### config.mk
export PLATFORM = sky130hd
export DESIGN_NAME = ts_sec_extender
export DESIGN_NICKNAME = d
export VERILOG_FILES = /design/src/rtl/tsx_pkg.sv /design/src/rtl/tsx_ref_hold.sv /design/src/rtl/tsx_sec_rebuild.sv /design/src/rtl/tsx_out_reg.sv /design/src/rtl/ts_sec_extender.sv
export SDC_FILE = /design/constraint.sdc
export NUM_CORES = 1
export LEC_CHECK = 0
export BUFFER_PORTS_ARGS = -buffer_cell sky130_fd_sc_hd__buf_2
export CAP_MARGIN = 10
export CORE_UTILIZATION = 55
export DETAILED_ROUTE_END_ITERATION = 16
export PLACE_DENSITY_LB_ADDON = 0.05
export SLEW_MARGIN = 40
export SYNTH_ARGS = -nofsm -noshare
export SYNTH_HDL_FRONTEND = slang
export SYNTH_SLANG_ARGS = --single-unit
export TNS_END_PERCENT = 100
### constraint.sdc
create_clock -name clk -period 7.8 [get_ports clk]
set_input_delay 1.56 -clock clk [delete_from_list [all_inputs] [get_ports clk]]
set_output_delay 1.56 -clock clk [all_outputs]
set_load 0.02 [all_outputs]
### src/rtl/tsx_pkg.sv
package tsx_pkg;

  // Width of the seconds bits carried in a compact word; fixes the -1..+2 window.
  localparam int unsigned TSX_LO_W = 2;

  // Signed step from reference to event seconds, read from the two low bits.
  function automatic logic signed [2:0] tsx_step(input logic [TSX_LO_W-1:0] evt_lo,
                                                 input logic [TSX_LO_W-1:0] ref_lo);
    logic [TSX_LO_W-1:0] diff;
    diff = evt_lo - ref_lo;
    if (diff == 2'b11) return -3'sd1;
    return signed'({1'b0, diff});
  endfunction

endpackage

### src/rtl/tsx_ref_hold.sv
module tsx_ref_hold #(
  parameter int unsigned SEC_W = 48
) (
  input  logic             clk,
  input  logic             rst_n,
  input  logic             load,
  input  logic [SEC_W-1:0] load_sec,
  output logic [SEC_W-1:0] ref_sec_q,
  output logic             ref_seen
);

  always_ff @(posedge clk or negedge rst_n) begin
    if (!rst_n) begin
      ref_sec_q <= '0;
      ref_seen  <= 1'b0;
    end else if (load) begin
      ref_sec_q <= load_sec;
      ref_seen  <= 1'b1;
    end
  end

endmodule

### src/rtl/tsx_sec_rebuild.sv
module tsx_sec_rebuild
  import tsx_pkg::*;
#(
  parameter int unsigned SEC_W = 48
) (
  input  logic [SEC_W-1:0]    ref_sec,
  input  logic [TSX_LO_W-1:0] evt_lo,
  output logic signed [2:0]   step,
  output logic [SEC_W-1:0]    sec_full
);

  localparam int unsigned EXT_W = SEC_W - 3;

  always_comb begin
    step     = tsx_step(evt_lo, ref_sec[TSX_LO_W-1:0]);
    sec_full = ref_sec + {{EXT_W{step[2]}}, step};
  end

endmodule

### src/rtl/tsx_out_reg.sv
module tsx_out_reg #(
  parameter int unsigned DATA_W = 8
) (
  input  logic              clk,
  input  logic              rst_n,
  input  logic              up_valid,
  output logic              up_ready,
  input  logic [DATA_W-1:0] up_data,
  output logic              dn_valid,
  input  logic              dn_ready,
  output logic [DATA_W-1:0] dn_data
);

  assign up_ready = !dn_valid || dn_ready;

  always_ff @(posedge clk or negedge rst_n) begin
    if (!rst_n) begin
      dn_valid <= 1'b0;
      dn_data  <= '0;
    end else if (up_ready) begin
      dn_valid <= up_valid;
      if (up_valid) dn_data <= up_data;
    end
  end

endmodule

### src/rtl/ts_sec_extender.sv
module ts_sec_extender
  import tsx_pkg::*;
#(
  parameter int unsigned SEC_W = 48,
  parameter int unsigned NS_W  = 30
) (
  input  logic                       clk,
  input  logic                       rst_n,
  input  logic                       ref_load,
  input  logic [SEC_W-1:0]           ref_sec,
  input  logic                       in_valid,
  output logic                       in_ready,
  input  logic [NS_W+TSX_LO_W-1:0]   in_stamp,
  output logic                       out_valid,
  input  logic                       out_ready,
  output logic [SEC_W-1:0]           out_sec,
  output logic [NS_W-1:0]            out_ns,
  output logic                       out_noref
);

  localparam int unsigned PAY_W = 1 + SEC_W + NS_W;

  logic [SEC_W-1:0]    ref_sec_q;
  logic                ref_seen;
  logic signed [2:0]   sec_step;
  logic [SEC_W-1:0]    sec_full;
  logic [PAY_W-1:0]    pay_in;
  logic [PAY_W-1:0]    pay_out;
  logic                accept;

  tsx_ref_hold #(.SEC_W(SEC_W)) u_ref (
    .clk       (clk),
    .rst_n     (rst_n),
    .load      (ref_load),
    .load_sec  (ref_sec),
    .ref_sec_q (ref_sec_q),
    .ref_seen  (ref_seen)
  );

  tsx_sec_rebuild #(.SEC_W(SEC_W)) u_rebuild (
    .ref_sec  (ref_sec_q),
    .evt_lo   (in_stamp[NS_W +: TSX_LO_W]),
    .step     (sec_step),
    .sec_full (sec_full)
  );

  assign pay_in = {!ref_seen, sec_full, in_stamp[NS_W-1:0]};
  assign accept = in_valid && in_ready;

  tsx_out_reg #(.DATA_W(PAY_W)) u_out (
    .clk      (clk),
    .rst_n    (rst_n),
    .up_valid (in_valid),
    .up_ready (in_ready),
    .up_data  (pay_in),
    .dn_valid (out_valid),
    .dn_ready (out_ready),
    .dn_data  (pay_out)
  );

  assign {out_noref, out_sec, out_ns} = pay_out;

endmodule

==> flow_summary.ini, run 1 <==
[status]
status = complete, no violations

[timing]
finalSetupTns_ps = 0
period_share = 0.702
worst_pin_slew_ps = 799
fin_skew_ps = 9.80
max_freq_mhz = 183
final-setup-viol-count = 0
drv_slew = 0
relSlewSlack = 0.467
rsz0062_at_grt = no
fin_ws_ps = 2330
final_hold_viol_count = 0
period_minus_slack_ps = 5470

[floorplan]
core_mm2 = 0.0138
die-area_mm2 = 0.0146
fp.dieH_um = 121
placementRows = 43
io_pins = 166
start_util = 0.561
die_w_um = 121

[setup_path]
r2r_setup_slack_ps = 3160
end_kind = flop
cp_max_fo = 52
worst-setup-path-type = input pin to flop
required_ps = 8130
arrival_ps = 5810
ff2ff_path_depth = 12
start_kind = input pin

[global_route]
grt_pass1_vias = 6229
grt_max_degree = 88
grt_use_total = 0.291
grt_pass1_wl_mm = 33.1
antenna_found_initial = 0
busiest_layer = met1
grt_util_met1 = 0.439
grt.overflow.total = 0
grt_util_met3 = 0.0675
met2_usage = 0.409

[clock_tree]
cts_resized = 0
clk_pin_slew_ps = 60
postCtsSetupRepairBufs = 0
cts_hold_buf = 0
clockRootBuffer = clkbuf_16
cts.sinks = 129
clockBufferDepth = 2
cts_buffers = 17
cts_tree = built
clk_latency_ps = 420
htree_levels = 4

[placement]
gp_congestion = 0.956
place_ws_ps = 1960
port_buffers = 165
placed_area_mm2 = 0.00857
place_hpwl_mm = 14.7

[detailed_routing]
via_per_inst = 6.04
drc = 0
wl_mm = 20.5
num_vias = 7152
antenna_left = 0
wl_per_cell_um = 17.3
drt_iter0_markers = 768
dr.pass1.iters = 5

[synthesis]
ys_async_sr_fraction = 1.00
synth_edf_count = 0
syn_inst = 879
ys_types = 74
synth_area_mm2 = 0.00776
yosys_warnings = 0
avgSynthCellArea_um2 = 8.82
yosysSeqAreaShare = 0.416
synth_seq_cells = 129
synth_flop_cell = dfrtp_1
syn_nets = 970

[cells_and_area]
antenna_cells = 0
drive_above_1_share = 0.268
design_area_mm2 = 0.00920
final_cell_mix = nand2_1, buf_2, dfrtp_1, o21ai_0, nor2_1
area_growth_pct = 18.6
final_common_cell = nand2_1
nets = 1083

[pwr]
ir_worst_vdd_v = 0.000137
powerDensity_mw_per_mm2 = 261
finalPower_mw = 2.40
leakagePower_nw = 4.08

[min_path]
whs_path_depth = 2
hp-class = flop to flop

[job]
cap_viol_max_count = 0
## per-layer routing
metal  vias up  part of all wire  wire, um
li1       3388                 -         -
met4         0             0.020       402
met1      3394              0.47      9710
met2       334              0.42      8570
met3        36             0.090      1840
met5         -                 0         0
## cell families (layout without fill, tap and decap cells)
kind of cell             after synthesis  after routing  synth area share
AND/OR/NAND/NOR                      377            377             0.230
AO/OA/AOI/OAI                        168            168             0.152
flip-flops                           129            129             0.416
buffers and inverters                 85            211            0.0432
XOR/XNOR                              54             54            0.0629
multiplexers                          60             60            0.0850
adder cells (fa/ha/maj)                6              6            0.0106
## state kept, by name, indices dropped and copies added, names as in the netlist
signal           flops
u_out.dn_data       79
u_out.dn_valid       1
u_ref.ref_sec_q     48
u_ref.ref_seen       1
## final cells by class
cell class	instances	area, um^2
timing repair buffer	168	857
fill	1188	4630
sequential	129	3230
multi-input combinational	665	4220
tap	180	225
clock inverter	11	150
inverter	11	43.8
clock buffer	21	480
## Yosys cell counts, types with 6 or more instances
cell       count  area [um^2]
clkbuf_1      54          203
xnor2_1       43          377
buf_2         11         55.1
o2111ai_1      7         61.3
nand4_1       24          150
and3_1         8         50.1
a21oi_1       12         60.1
mux2_2        47          529
nor2_1        49          184
a31oi_1       10         62.6
nor4_1        19          119
buf_1          9         33.8
nand3_1       26          130
and2_1         9         56.3
mux2i_1       13          130
nand2_1      180          676
dfrtp_1      129         3230
o31ai_1        6         45.0
nor3_1        20          100
a21o_1         8         60.1
xor2_1        10         87.6
o21ai_0       56          280
inv_1          9         33.8
or2_2          7         43.8
or4_1          9         67.6
or3_1         11         68.8
## through the flow
step	instances	util	hold slack, ps
after floorplan	879	-	432
after global placement	1153	0.618	443
after detailed placement	1153	0.620	456
after CTS	1185	0.665	472
after global routing	1185	0.665	484
final	1185	0.665	467
## critical path: stages
cell and delay (ps):
buf_2 90, inv_1 40, ha_1 710, inv_1 440
nand2_4 590, inv_2 390, ha_1 510, inv_1 90
o41ai_1 470, nand2_1 90, o31ai_1 100, a2111oi_1 120
or3b_1 400, a31oi_1 180
## report_power, final
part / internal [mW] / switching, mW
Clock: 0.538 / 0.300
Sequential: 0.780 / 0.113
Combinational: 0.250 / 0.421
Total: 1.57 / 0.834
## worst paths after layout
kind,start,end
min in group asynchronous,rst_n,u_out.dn_data[6]$_DFFE_PN0P_
max,in_stamp[30],u_out.dn_data[75]$_DFFE_PN0P_
min reg2reg,u_out.dn_data[21]$_DFFE_PN0P_,u_out.dn_data[21]$_DFFE_PN0P_
max reg2reg,u_ref.ref_sec_q[0]$_DFFE_PN0P_,u_out.dn_data[75]$_DFFE_PN0P_
max in group asynchronous,rst_n,u_ref.ref_sec_q[8]$_DFFE_PN0P_
min,u_out.dn_data[21]$_DFFE_PN0P_,u_out.dn_data[21]$_DFFE_PN0P_
Note: power is estimated with default switching activity, not from simulation.
==> run 2, diff against run 1 <==
clock period = 5.28 ns   (was 7.8 ns; I/O delays follow)
==> flow_summary.ini, run 2 (synthesis results as in run 1) <==
[status]
status = complete, no violations

[cells_and_area]
nets = 1093
final_common_cell = nand2_1
final_util = 0.671
final_cell_mix = nand2_1, buf_2, dfrtp_1, o21ai_0, nor2_1
drive_above_1_share = 0.272
design_area_mm2 = 0.00927
multi_input_area_mm2 = 0.00421
area_growth_pct = 19.5
antenna_cells = 0
num-fill-cells = 1187
largest_reg_flops = 79
seqCellArea_mm2 = 0.00323
top_register = u_out.dn_data
reg_top3 = u_out.dn_data x79, u_ref.ref_sec_q x48
instances_no_fill = 1194

[global_route]
antenna_found_initial = 1
grt_pass1_wl_mm = 34.3
met2_usage = 0.432
grt_util_met3 = 0.0656
busiest_layer = met1
grt_use_total = 0.301
grt_max_degree = 87
grt_pass1_vias = 6734
grt_util_met1 = 0.441
grt.overflow.total = 0

[setup_path]
crit_top_cell = ha_1
max_stage_delay_ps = 670
end_kind = flop
crit_path_cell_trace = buf_2, inv_1, ha_1, xnor3_2, inv_4, ha_1, a21o_1, nand2_1, or4_1, a221oi_4, a2111oi_1, or3b_1, a31oi_1
cp_max_fo = 16
arrival_ps = 4650
cp_num_buf_inv = 3
cp_top_family = simple AND/OR/NAND/NOR gates
cpMaxStageDelayCell = xnor3_2
worst-setup-path-type = input pin to flop
start_kind = input pin
required_ps = 5620

[clock_tree]
clockRootBuffer = clkbuf_16
cts_tree = built
clk_pin_slew_ps = 60
htree_levels = 4
cts_buffers = 17
cts_hold_buf = 0
postCtsSetupRepairBufs = 0
clk_latency_ps = 420
cts.sinks = 129
cts_resized = 0
clockBufferDepth = 2

[placement]
gp_congestion = 0.925
place_hpwl_mm = 15.0
place_ws_ps = 580
port_buffers = 165
placed_area_mm2 = 0.00863
dp_cells = 1163

[detailed_routing]
drt_iter0_markers = 568
dr.pass1.iters = 5
wl_mm = 20.9
drc = 0
via_per_inst = 6.00
antenna_left = 0
num_vias = 7159
wl_per_cell_um = 17.5

[job]
cap_viol_max_count = 0

[floorplan]
fp.dieH_um = 121
die_w_um = 121
io_pins = 166
core_mm2 = 0.0138
start_util = 0.561
placementRows = 43
die-area_mm2 = 0.0146

[timing]
final_hold_viol_count = 0
finalSetupTns_ps = 0
relSlewSlack = 0.554
final-setup-viol-count = 0
drv_slew = 0
fin_ws_ps = 972
fin_skew_ps = 6.63
worst_pin_slew_ps = 664
period_minus_slack_ps = 4310
period_share = 0.816
rsz0062_at_grt = no
whs_ps = 466
max_freq_mhz = 232

[pwr]
finalPower_mw = 3.59
powerDensity_mw_per_mm2 = 388
leakagePower_nw = 4.12
ir_worst_vdd_v = 0.000203

[min_path]
hp-class = flop to flop
## run 2: cell types whose count changed in the layout (fill, tap and decap cells not counted), sizes merged
cell	previous run	this run
buf	168	178
clkbuf	21	19
bufinv	3	4
## run 2: layer usage
| metal | share of wire | wire [um] |
|---|---|---|
| met1 | 0.47 | 9820 |
| met2 | 0.42 | 8710 |
| met3 | 0.091 | 1910 |
| met4 | 0.021 | 442 |
| met5 | 0.00053 | 11 |
## run 2: worst paths after layout
path	endpoint	cells past startpoint	slack, ps	startpoint
min	u_out.dn_data[19]$_DFFE_PN0P_	2	470	u_out.dn_data[19]$_DFFE_PN0P_
max in group asynchronous	u_out.dn_data[46]$_DFFE_PN0P_	2	3700	rst_n
max	u_out.dn_data[75]$_DFFE_PN0P_	13	970	in_stamp[30]
max reg2reg	u_out.dn_data[75]$_DFFE_PN0P_	11	1310	u_ref.ref_sec_q[0]$_DFFE_PN0P_
min in group asynchronous	u_out.dn_data[6]$_DFFE_PN0P_	1	600	rst_n
min reg2reg	u_out.dn_data[19]$_DFFE_PN0P_	2	470	u_out.dn_data[19]$_DFFE_PN0P_
## run 2: layout make-up
type | count | area share
Tap cell | 180 | 0.0243
Clock buffer | 19 | 0.0489
Timing Repair Buffer | 178 | 0.100
Sequential cell | 129 | 0.348
Multi-Input combinational cell | 665 | 0.454
Clock inverter | 12 | 0.0194
Inverter | 11 | 0.00472
## run 2: worst register-to-register path, delay by kind of cell, from the launching register on
family	cells	cell delay, ps
and+or+nand+nor	3	1200
AOI/OAI and AO/OA	4	1010
xor gates and xnor gates	1	670
adders and majority gates	2	530
DFF	1	430
buffers and inverters	1	70
## run 2: power by group
| group | switching, mW | total [mW] | internal (mW) |
|---|---|---|---|
| Clock | 0.440 | 1.25 | 0.814 |
| Combinational | 0.635 | 1.02 | 0.383 |
| Sequential | 0.171 | 1.32 | 1.15 |
| Total | 1.25 | 3.59 | 2.35 |
==> run 3, diff against run 2 <==
clock period = 4 ns   (was 5.28 ns; I/O delays follow)
==> flow_summary.ini, run 3 (synthesis results as in run 1) <==
[floorplan]
die-area_mm2 = 0.0146
placementRows = 43
start_util = 0.561
fp.dieH_um = 121
io_pins = 166
core_mm2 = 0.0138
die_w_um = 121

[detailed_routing]
drc = 0
dr.pass1.iters = 5
via_per_inst = 5.98
antenna_left = 0
wl_per_cell_um = 17.1
wl_mm = 20.7
num_vias = 7215
drt_iter0_markers = 657

[clock_tree]
cts.sinks = 129
clk_pin_slew_ps = 60
htree_levels = 4
cts_buffers = 17
clockBufferDepth = 2
postCtsSetupRepairBufs = 0
cts_resized = 0
clockRootBuffer = clkbuf_16
cts_hold_buf = 0
cts_tree = built
clk_latency_ps = 420

[cells_and_area]
drive_above_1_share = 0.281
final_cell_mix = nand2_1, buf_2, dfrtp_1, o21ai_0, nor2_1
largest_reg_flops = 79
nets = 1105
area_growth_pct = 20.2
final_common_cell = nand2_1
design_area_mm2 = 0.00933
antenna_cells = 0
num-fill-cells = 1175
top_register = u_out.dn_data
reg_top3 = u_out.dn_data x79, u_ref.ref_sec_q x48

[pwr]
leakagePower_nw = 4.16
powerDensity_mw_per_mm2 = 501
ir_worst_vdd_v = 0.000367
finalPower_mw = 4.67

[global_route]
grt_pass1_vias = 6519
grt_use_total = 0.297
grt.overflow.total = 0
antenna_found_initial = 0
grt_pass1_wl_mm = 33.9
grt_max_degree = 72

[timing]
max_freq_mhz = 285
final-setup-viol-count = 0
rsz0062_at_grt = no
period_share = 0.878
period_minus_slack_ps = 3510
drv_slew = 0
final_hold_viol_count = 0
fin_skew_ps = 9.01
worst_pin_slew_ps = 781
finalSetupTns_ps = 0
relSlewSlack = 0.474

[placement]
place_hpwl_mm = 15.2
gp_congestion = 0.956
placed_area_mm2 = 0.00872
port_buffers = 165

[setup_path]
start_kind = input pin
required_ps = 4340
cp_max_fo = 20
arrival_ps = 3850
worst-setup-path-type = input pin to flop
end_kind = flop

[status]
status = complete, no violations

[job]
cap_viol_max_count = 0

[min_path]
hp-class = input pin to asynchronous set/reset pin
run 3: changes by cell type in the layout (fill, tap and decap cells not counted), sizes merged:
cell      before  now
buf          178  190
clkbuf        19   17
clkinvlp       2    4
bufinv         4    3
clkinv         4    5
inv           13   14
run 3: power by group:
| part | total, mW | switching [mW] | internal [mW] | leakage (nW) |
|---|---|---|---|---|
| Combinational | 1.36 | 0.841 | 0.520 | 2.32 |
| Clock | 1.58 | 0.600 | 0.984 | 0.286 |
| Sequential | 1.73 | 0.207 | 1.52 | 1.55 |
run 3: area by class of cell:
type / instances / area, um^2 / area share
Inverter: 11 / 43.8 / 0.00470
Clock buffer: 17 / 425 / 0.0456
Sequential cell: 129 / 3230 / 0.346
Tap cell: 180 / 225 / 0.0242
Clock inverter: 15 / 183 / 0.0196
Timing Repair Buffer: 190 / 1020 / 0.109
Multi-Input combinational cell: 665 / 4200 / 0.451
run 3: metrics by stage:
step	hold slack, ps	setup WS, ps	instances	utilization
after floorplan	432	122	879	-
after global placement	446	121	1175	0.630
after detailed placement	452	68.1	1175	0.630
after CTS	370	501	1207	0.674
after global routing	392	287	1207	0.674
final	371	490	1207	0.674
run 3: worst paths after layout:
check / start / endpoint / slack, ps / cells past startpoint
max in group asynchronous: rst_n / u_out.dn_data[43]$_DFFE_PN0P_ / 2740 / 2
max reg2reg: u_ref.ref_sec_q[0]$_DFFE_PN0P_ / u_out.dn_data[75]$_DFFE_PN0P_ / 580 / 14
max: in_stamp[30] / u_out.dn_data[75]$_DFFE_PN0P_ / 490 / 16
min in group clk: u_ref.ref_seen$_DFFE_PN0P_ / u_out.dn_data[78]$_DFFE_PN0P_ / 460 / 1
min: rst_n / u_ref.ref_sec_q[42]$_DFFE_PN0P_ / 370 / 1
min reg2reg: u_ref.ref_seen$_DFFE_PN0P_ / u_out.dn_data[78]$_DFFE_PN0P_ / 460 / 1
run 3: worst max-delay path: stages:
cell	delay (ps)
buf_2	90
inv_1	40
ha_1	230
xnor3_2	270
inv_4	40
buf_4	200
nand2_4	210
inv_2	110
ha_1	420
inv_1	100
o41ai_1	440
nand2_1	100
o31ai_1	110
a2111oi_1	120
or3b_1	410
a31oi_1	160
run 3: metal layers:
metal  up-vias  GRT usage  part of all wire
li1       3437          -                 -
met1      3374      0.448              0.48
met3        39     0.0703             0.085
met5         -          0                 0
met4         0     0.0856             0.015
met2       365      0.423              0.42
